$ cat src/rtl/pcicfg_pkg.sv
package pcicfg_pkg;
  localparam int CFG_AW     = 32;
  localparam int LOW_W      = 16;
  localparam int UNSUP_BIT  = 16;
  localparam int MAP_W      = UNSUP_BIT + 1;
  localparam int SEL_LSB    = 11;
  localparam int SEL_W      = CFG_AW - SEL_LSB;
  localparam int IDX_W      = $clog2(SEL_W);
  localparam int DEV_W      = 5;
  localparam int DEV_LSB    = 11;
  localparam int BUS_W      = 8;
  localparam int BUS_LSB    = 16;
  localparam int FN_W       = 3;
  localparam int FN_LSB     = 8;
  localparam int REG_W      = 6;
  localparam int REG_LSB    = 2;
  localparam int EN_BIT     = 31;
  localparam int DATA_BYTES = 4;
  localparam int DATA_W     = 8 * DATA_BYTES;
  localparam int SIZE_W     = 3;

  typedef struct packed {
    logic [CFG_AW-1:0] addr;
    logic              ok;
    logic              err;
    logic              unsup;
    logic [DATA_W-1:0] fill;
  } xlat_res_t;
endpackage

$ cat src/rtl/pcicfg_rst_sync.sv
module pcicfg_rst_sync #(
  parameter int STAGES = 2
) (
  input  logic clk,
  input  logic arst_n,
  output logic srst_n
);
  logic [STAGES-1:0] sh_q;

  always_ff @(posedge clk or negedge arst_n) begin
    if (!arst_n) sh_q <= '0;
    else         sh_q <= {sh_q[STAGES-2:0], 1'b1};
  end

  assign srst_n = sh_q[STAGES-1];
endmodule

$ cat src/rtl/pcicfg_lsb_enc.sv
module pcicfg_lsb_enc #(
  parameter int W  = 21,
  parameter int IW = $clog2(W)
) (
  input  logic [W-1:0]  bits_i,
  output logic [IW-1:0] idx_o,
  output logic          any_o
);
  logic [W:0]   none_below;
  logic [W-1:0] hit;

  assign none_below[0] = 1'b1;

  genvar g;
  generate
    for (g = 0; g < W; g++) begin : g_lane
      assign hit[g]          = bits_i[g] & none_below[g];
      assign none_below[g+1] = none_below[g] & ~bits_i[g];
    end
  endgenerate

  always_comb begin
    idx_o = '0;
    for (int i = 0; i < W; i++) begin
      if (hit[i]) idx_o = idx_o | IW'(i);
    end
  end

  assign any_o = ~none_below[W];
endmodule

$ cat src/rtl/pcicfg_fill.sv
module pcicfg_fill #(
  parameter int NB = 4,
  parameter int SW = 3
) (
  input  logic [SW-1:0]   size_i,
  output logic            legal_o,
  output logic [8*NB-1:0] mask_o
);
  localparam int NPOW = $clog2(NB) + 1;

  logic [NPOW-1:0] pow_hit;

  genvar g;
  generate
    for (g = 0; g < NPOW; g++) begin : g_pow
      assign pow_hit[g] = (size_i == SW'(1 << g));
    end
    for (g = 0; g < NB; g++) begin : g_lane
      assign mask_o[8*g +: 8] = {8{legal_o && (32'(size_i) > g)}};
    end
  endgenerate

  assign legal_o = |pow_hit;
endmodule

$ cat src/rtl/pcicfg_xlat_core.sv
module pcicfg_xlat_core
  import pcicfg_pkg::*;
(
  input  logic [LOW_W-1:0]  off_i,
  input  logic [SIZE_W-1:0] size_i,
  input  logic              wr_i,
  input  logic [MAP_W-1:0]  map_i,
  input  logic [BUS_W-1:0]  bus_i,
  output xlat_res_t         res_o
);
  localparam int DEV_MAX = (1 << DEV_W) - 1;

  logic [CFG_AW-1:0] inter;
  logic [SEL_W-1:0]  sel;
  logic [IDX_W-1:0]  dev_idx;
  logic              sel_any;
  logic              dev_over;
  logic              size_ok;
  logic [DATA_W-1:0] size_mask;
  logic              unused_lo;

  assign inter     = {map_i[LOW_W-1:0], off_i};
  assign sel       = inter[CFG_AW-1:SEL_LSB];
  assign unused_lo = ^inter[REG_LSB-1:0];

  pcicfg_lsb_enc #(.W(SEL_W), .IW(IDX_W)) u_enc (
    .bits_i (sel),
    .idx_o  (dev_idx),
    .any_o  (sel_any)
  );

  pcicfg_fill #(.NB(DATA_BYTES), .SW(SIZE_W)) u_fill (
    .size_i  (size_i),
    .legal_o (size_ok),
    .mask_o  (size_mask)
  );

  assign dev_over = int'(dev_idx) > DEV_MAX;

  always_comb begin
    res_o = '0;
    if (!size_ok) begin
      res_o.err = 1'b1;
    end else if (map_i[UNSUP_BIT]) begin
      res_o.unsup = 1'b1;
      res_o.fill  = wr_i ? '0 : size_mask;
    end else if (!sel_any || dev_over) begin
      res_o.err = 1'b1;
    end else begin
      res_o.ok                      = 1'b1;
      res_o.addr[EN_BIT]            = 1'b1;
      res_o.addr[BUS_LSB +: BUS_W]  = bus_i;
      res_o.addr[DEV_LSB +: DEV_W]  = DEV_W'(dev_idx);
      res_o.addr[FN_LSB +: FN_W]    = inter[FN_LSB +: FN_W];
      res_o.addr[REG_LSB +: REG_W]  = inter[REG_LSB +: REG_W];
    end
  end
endmodule

$ cat src/rtl/pcicfg_xlat.sv
module pcicfg_xlat
  import pcicfg_pkg::*;
(
  input  logic              clk,
  input  logic              rst_n,
  input  logic              acc_vld,
  input  logic              acc_wr,
  input  logic [LOW_W-1:0]  acc_off,
  input  logic [SIZE_W-1:0] acc_size,
  input  logic [MAP_W-1:0]  map_cfg,
  input  logic [BUS_W-1:0]  bus_num,
  output logic [CFG_AW-1:0] cfg_addr,
  output logic              cfg_vld,
  output logic              cfg_err,
  output logic              cfg_unsup,
  output logic [DATA_W-1:0] rd_fill,
  output logic              abort_clr
);
  logic      srst_n;
  xlat_res_t res;

  logic              addr_en, fill_en;
  logic              vld_d, err_d, unsup_d, clr_d;
  logic [CFG_AW-1:0] addr_q;
  logic [DATA_W-1:0] fill_q;
  logic              vld_q, err_q, unsup_q, clr_q;

  pcicfg_rst_sync #(.STAGES(2)) u_rst (
    .clk    (clk),
    .arst_n (rst_n),
    .srst_n (srst_n)
  );

  pcicfg_xlat_core u_core (
    .off_i  (acc_off),
    .size_i (acc_size),
    .wr_i   (acc_wr),
    .map_i  (map_cfg),
    .bus_i  (bus_num),
    .res_o  (res)
  );

  always_comb begin
    addr_en = acc_vld & res.ok;
    fill_en = acc_vld;
    vld_d   = acc_vld & res.ok;
    err_d   = acc_vld & res.err;
    unsup_d = acc_vld & res.unsup;
    clr_d   = acc_vld & res.ok;
  end

  always_ff @(posedge clk or negedge srst_n) begin
    if (!srst_n) begin
      vld_q   <= 1'b0;
      err_q   <= 1'b0;
      unsup_q <= 1'b0;
      clr_q   <= 1'b0;
    end else begin
      vld_q   <= vld_d;
      err_q   <= err_d;
      unsup_q <= unsup_d;
      clr_q   <= clr_d;
    end
  end

  always_ff @(posedge clk or negedge srst_n) begin
    if (!srst_n) begin
      addr_q <= '0;
    end else if (addr_en) begin
      addr_q <= res.addr;
    end
  end

  always_ff @(posedge clk or negedge srst_n) begin
    if (!srst_n) begin
      fill_q <= '0;
    end else if (fill_en) begin
      fill_q <= res.fill;
    end
  end

  assign cfg_addr  = addr_q;
  assign cfg_vld   = vld_q;
  assign cfg_err   = err_q;
  assign cfg_unsup = unsup_q;
  assign rd_fill   = fill_q;
  assign abort_clr = clr_q;
endmodule

$ cat config.mk
export PLATFORM = sky130hd
export DESIGN_NAME = pcicfg_xlat
export DESIGN_NICKNAME = d
export VERILOG_FILES = /design/src/rtl/pcicfg_pkg.sv /design/src/rtl/pcicfg_rst_sync.sv /design/src/rtl/pcicfg_lsb_enc.sv /design/src/rtl/pcicfg_fill.sv /design/src/rtl/pcicfg_xlat_core.sv /design/src/rtl/pcicfg_xlat.sv
export SDC_FILE = /design/constraint.sdc
export NUM_CORES = 1
export LEC_CHECK = 0
export ABC_AREA = 1
export BUFFER_PORTS_ARGS = -buffer_cell sky130_fd_sc_hd__buf_2
export CORE_ASPECT_RATIO = 0.7
export CORE_MARGIN = 2
export CORE_UTILIZATION = 43
export CTS_CLUSTER_DIAMETER = 40
export DETAILED_ROUTE_END_ITERATION = 7
export PLACE_DENSITY = 0.76
export SYNTH_ARGS = -nofsm -noshare
export SYNTH_HDL_FRONTEND = slang
export SYNTH_SLANG_ARGS = --single-unit
$ cat constraint.sdc
create_clock -name clk -period 1.7 [get_ports clk]
set_clock_uncertainty 0.2 [all_clocks]
set_input_delay 0.17 -clock clk [delete_from_list [all_inputs] [get_ports clk]]
set_output_delay 0.17 -clock clk [all_outputs]
set_load 0.02 [all_outputs]
# [Word-level counts from Yosys, hierarchy flattened]
# Cells that the tools add are included.
[word_totals] regBits=60 inputBits=48 out_inout_bits=68
[op_classes] n_lt_le_gt_ge=4 eq_ne=3 muxes=33 bitwise_logic=64 n_reduce_logical=5
[ops] cell="22-bit two-way mux" count=3
[ops] cell="33-bit two-way mux" count=2
[ops] cell="1-bit AND" count=43
[ops] cell="32-bit two-way mux" count=1
[ops] cell="4-bit two-way mux" count=8
[ops] cell="5-bit two-way mux" count=5
[ops] cell="1-bit inverter" count=21
[ops] cell="3-bit two-way mux" count=4
[ops] cell="1-bit two-way mux" count=7
[ops] cell="3-bit by 1-bit > comparator with 1-bit output, second input constant" count=2
[ops] cell="3-bit by 2-bit > comparator with 1-bit output, second input constant" count=2
[ops] cell="2-bit two-way mux" count=3
[ops] cell="1-bit logical AND" count=4
[ops] cell="3-bit by 1-bit == test with 1-bit output, second input constant" count=1
[ops] cell="3-bit by 2-bit == test with 1-bit output, second input constant" count=1
[ops] cell="3-bit == test, second input constant" count=1
[ops] cell="3-bit OR reduction" count=1

# [Depth between registers and ports, before layout]
[logic_depth] ltp_word=25 depth_mapped=13 depth_no_buf=13

# [Modules after synthesis]
# Synthesis repeated with hierarchy kept, for this count alone.
[hier_totals] hier_cells=544 hier_area_um2=4101.4
[by_module_without_submodules] module="pcicfg_xlat" instances=1 cells_each=284 area_per_inst_um2=2626.3
[by_module_without_submodules] module="pcicfg_xlat_core" instances=1 cells_each=138 area_per_inst_um2=721.9
[by_module_without_submodules] module="pcicfg_lsb_enc" instances=1 cells_each=78 area_per_inst_um2=420.4
[by_module_without_submodules] module="pcicfg_fill" instances=1 cells_each=41 area_per_inst_um2=279.0
[by_module_without_submodules] module="pcicfg_rst_sync" instances=1 cells_each=3 area_per_inst_um2=53.8

# [Worst setup path after synthesis]
# Ideal clock, no wire load.
[synth_path] path_type="input to register" startpoint="input map_cfg[1]" endpoint="register addr_q[21], in the netlist cfg_addr[21]" setup_time_ps=116 arrival_time_ps=1346 required_ps=1384 path_slack_ps=38 cell_stages=11 path_cell_list="nor2_1 nand2_1 nor2_4 nand4_4 nor3_2 nand4_2 nand2_4 inv_4 buf_6 nand2_1 nand2_1"
[synth_between] elab_chain_cells=20 elab_cells_between_ends=23 cone_classes="mux: 6; bitwise: 17"
[synth_lines] element="start: declaration" line="pcicfg_xlat.sv:10" source="input logic [MAP_W-1:0] map_cfg,"
[synth_lines] element="1-bit inverter" line="pcicfg_lsb_enc.sv:18" source="assign none_below[g+1] = none_below[g] & ~bits_i[g];"
[synth_lines] element="1-bit AND (15 in series)" line="pcicfg_lsb_enc.sv:18"
[synth_lines] element="1-bit two-way mux" line="pcicfg_xlat_core.sv:47" source="end else if (!sel_any || dev_over) begin"
[synth_lines] element="2-bit two-way mux" line="pcicfg_xlat_core.sv:44" source="end else if (map_i[UNSUP_BIT]) begin"
[synth_lines] element="1-bit two-way mux" line="pcicfg_xlat_core.sv:42" source="if (!size_ok) begin"
[synth_lines] element="1-bit AND" line="pcicfg_xlat.sv:44" source="addr_en = acc_vld & res.ok;"
[synth_lines] element="via addr_en" line="pcicfg_xlat.sv:22" source="logic addr_en, fill_en;"
[synth_lines] element="end signal: assignment" line="pcicfg_xlat.sv:70" source="addr_q <= res.addr;"
[synth_lines] element="end: declaration" line="pcicfg_xlat.sv:24" source="logic [CFG_AW-1:0] addr_q;"
# The timed path passes the listed nets, and every way through them passes these cells.
# A chain may end at the register's enable or synchronous reset.

# [Worst setup path after layout]
[layout_path] startpoint="input acc_vld" endpoint="register addr_q[11], in the netlist cfg_addr[11]"
[layout_between] elab_chain_cells=1
[layout_lines] element="start: declaration" line="pcicfg_xlat.sv:6" source="input logic acc_vld,"
[layout_lines] element="1-bit AND" line="pcicfg_xlat.sv:44"
# No other way between the ends.

==> results.txt <==
Sequential cell area fraction in the yosys report: 0.4264
DR iter-0 viols: 82
Pwr Total: 2.180 mW
Setup Crit Path Kind: in -> reg
Adder-Cell Fraction of Synth Area: 0
Core Region: 4279 um^2
Fill count: 370
Comb pwr share: 0.294
Initial antenna violation count: 0
Pleak: 1.649 nW
Post-route ant nets: 0
Tot GR Track Use: 0.1788
DP HPWL: 3204 um
TritonRoute pass-1 iters: 4
Congestion Overflow GR: 0
Antenna cells: 0
I/O Buffers: 104
Simple-gate share of the synthesized area: 0.2978
CP startpoint kind: input pin
Internal reg-to-reg setup slack: 0.79 ns
Clk_lat worst skew: 0.27 ns
Slew Viols, Final: 0
RePlAce Congestion: 0.8480
F_max: 0.6301 GHz
Net Switching: 698.6 uW
Critical Path Sink Type: flop
TritonCTS clock tree: yes
Clk pwr share: 0.278
Vias in the first global route: 1636
H-tree depth: 2
Initial Utilization: 0.4389
Dpl ws: -0.1304 ns
Register area: 800.8 um^2
Arrival @ worst endpoint: 1.53 ns
WL per Instance: 10.25 um
Power density over the cells: 815.1 nW/um^2
RSZ-0062 raised after global routing: false
Die area: 4920 um^2
IO Count: 116
Compound-Gate Fraction of Synth Area: 0.04064
Req. time, crit path: 1.65 ns
Share of cells above drive strength 1: 0.4093
Critical-path maximum fanout: 8
CTS Buf Count: 5
First-pass GRT wire length: 7093 um
Largest family of logic cells by synthesized area: simple AND/OR/NAND/NOR gates
Worst min path class: in -> reg
Routed via count: 1841
Fraction of synthesized area in multiplexers: 0
Unique masters post-synth: 25
Finish-stage setup viols: 0
Clock Pin Slew Worst Setup and Hold Paths: 0.06 ns
Fin Hold WS: 0.007413 ns
Residual DRC: 0
WL final: 4293 um
Cell-internal power: 1.482 mW
Final hold vios: 0
Slack of the critical path: 0.1131 ns
Multi-input logic area: 678.2 um^2
Final nets: 412
Sw frac: 0.3204
Post-synthesis instance area: 1878 um^2
Tmin final: 1.587 ns
Post-Synth XOR/XNOR Area: 0
Die H: 59.29 um
Leading cell type in the layout, fill and taps excluded: buf_2
Worst VDD drop: 655.7 uV
Period utilisation layout: 0.9335
Root Driver: clkbuf_8
Max Cap Viol: 0
Placed cell areas: 2356 um^2
Largest net degree at the start of global routing: 31
Most frequent cells in the layout: buf_2 (104), nand2_1 (80), dfrtp_1 (32), inv_1 (30), buf_4 (22)
Status: complete, no violations
Flop pwr share: 0.428
Clock tree sinks: 32
Chip width: 82.99 um
Post-Synthesis Cells: 243
Final Instance Area: 2675 um^2
Max Root-Sink Buffers: 2
Area Overhead vs Synth: 42.44%
Synth warn: 0
Drt via density: 4.394
Synth Area per Inst: 7.729 um^2
Synth Register Bits: 32
FP Rows: 20
per-layer routing:
| layer | wire length (um) | GRT usage | part of all wire | up-vias |
|---|---|---|---|---|
| met5 | 0 | 0 | 0 | - |
| met4 | 54 | 0.04684 | 0.013 | 0 |
| met3 | 293 | 0.05292 | 0.068 | 6 |
| met2 | 1885 | 0.2984 | 0.44 | 82 |
| met1 | 2059 | 0.2325 | 0.48 | 815 |
| li1 | - | - | - | 938 |
state kept, by name (all words and copies together), names as in the netlist:
name / cells
rd_fill: 4
cfg_err: 1
u_rst.sh_q: 2
cfg_unsup: 1
cfg_addr: 23
abort_clr: 1
kinds of logic after synthesis:
logic type,after synthesis
AND/OR/NAND/NOR,123
AO/OA/AOI/OAI,13
buffers and inverters,73
other,2
flip-flops,32
repair_timing:
item,4_1_cts,5_1_grt
endpoints found under the setup margin,0,20
setup buffers,0,2
hold buffers,20,0
gates resized for setup,0,4
hold endpoints to repair,21,0
critical path: stages:
cell	delay (ns)
dlygate4sd3_1	0.52
buf_2	0.11
inv_2	0.07
nor3_2	0.15
buf_4	0.15
nand2_4	0.10
buf_4	0.16
nand2_1	0.04
o21ai_0	0.08
area by class of cell:
class | instances | area share
Clock buffer | 7 | 0.03601
Inverter | 32 | 0.04677
Multi-Input combinational cell | 146 | 0.2535
Sequential cell | 32 | 0.2993
Tap cell | 55 | 0.02572
Timing Repair Buffer | 147 | 0.3386
power groups by stage:
stage / clock, mW / sequential (mW) / combinational, mW
after floorplan: 0 / 1.09 / 0.252
after global placement: 0 / 0.940 / 0.596
after detailed placement: 0 / 0.945 / 0.606
after CTS: 0.622 / 0.934 / 0.642
after global routing: 0.663 / 0.947 / 0.706
final: 0.606 / 0.933 / 0.642
stage by stage:
| stage | utilization | TNS, ns | std cells |
|---|---|---|---|
| 2_1_floorplan | - | 0 | 251 |
| 3_3_place_gp | 0.5506 | -0.6917 | 390 |
| 3_5_place_dp | 0.5506 | -2.522 | 390 |
| 4_1_cts | 0.6199 | 0 | 417 |
| 5_1_grt | 0.6251 | 0 | 419 |
| 6_report | 0.6251 | 0 | 419 |
worst paths after layout:
| path | endpoint | from | cells past startpoint |
|---|---|---|---|
| max | cfg_addr[11]$_DFFE_PN0P_ | acc_vld | 9 |
| min | rd_fill[23]$_DFFE_PN0P_ | acc_size[2] | 3 |
| max reg2reg | rd_fill[30]$_DFFE_PN0P_ | rd_fill[30]$_DFFE_PN0P_ | 2 |
| min reg2reg | cfg_addr[17]$_DFFE_PN0P_ | u_rst.sh_q[1]$_DFF_PN0_ | 1 |
| max in group asynchronous | cfg_addr[31]$_DFFE_PN0P_ | u_rst.sh_q[1]$_DFF_PN0_ | 1 |
| min in group asynchronous | u_rst.sh_q[0]$_DFF_PN0_ | rst_n | 2 |
synth_stat cells, drive strengths merged:
master | count | area (um^2)
a21oi | 4 | 20.02
and2 | 1 | 6.260
buf | 41 | 311.6
conb | 2 | 7.510
dfrtp | 32 | 800.8
inv | 32 | 122.6
nand2 | 83 | 321.6
nand3 | 8 | 40.04
nand4 | 8 | 71.32
nor2 | 17 | 78.83
nor3 | 5 | 35.03
nor4 | 1 | 6.260
o21ai | 6 | 33.78
o21bai | 1 | 7.510
o31ai | 2 | 15.01
(Power assumes the default switching activity.)
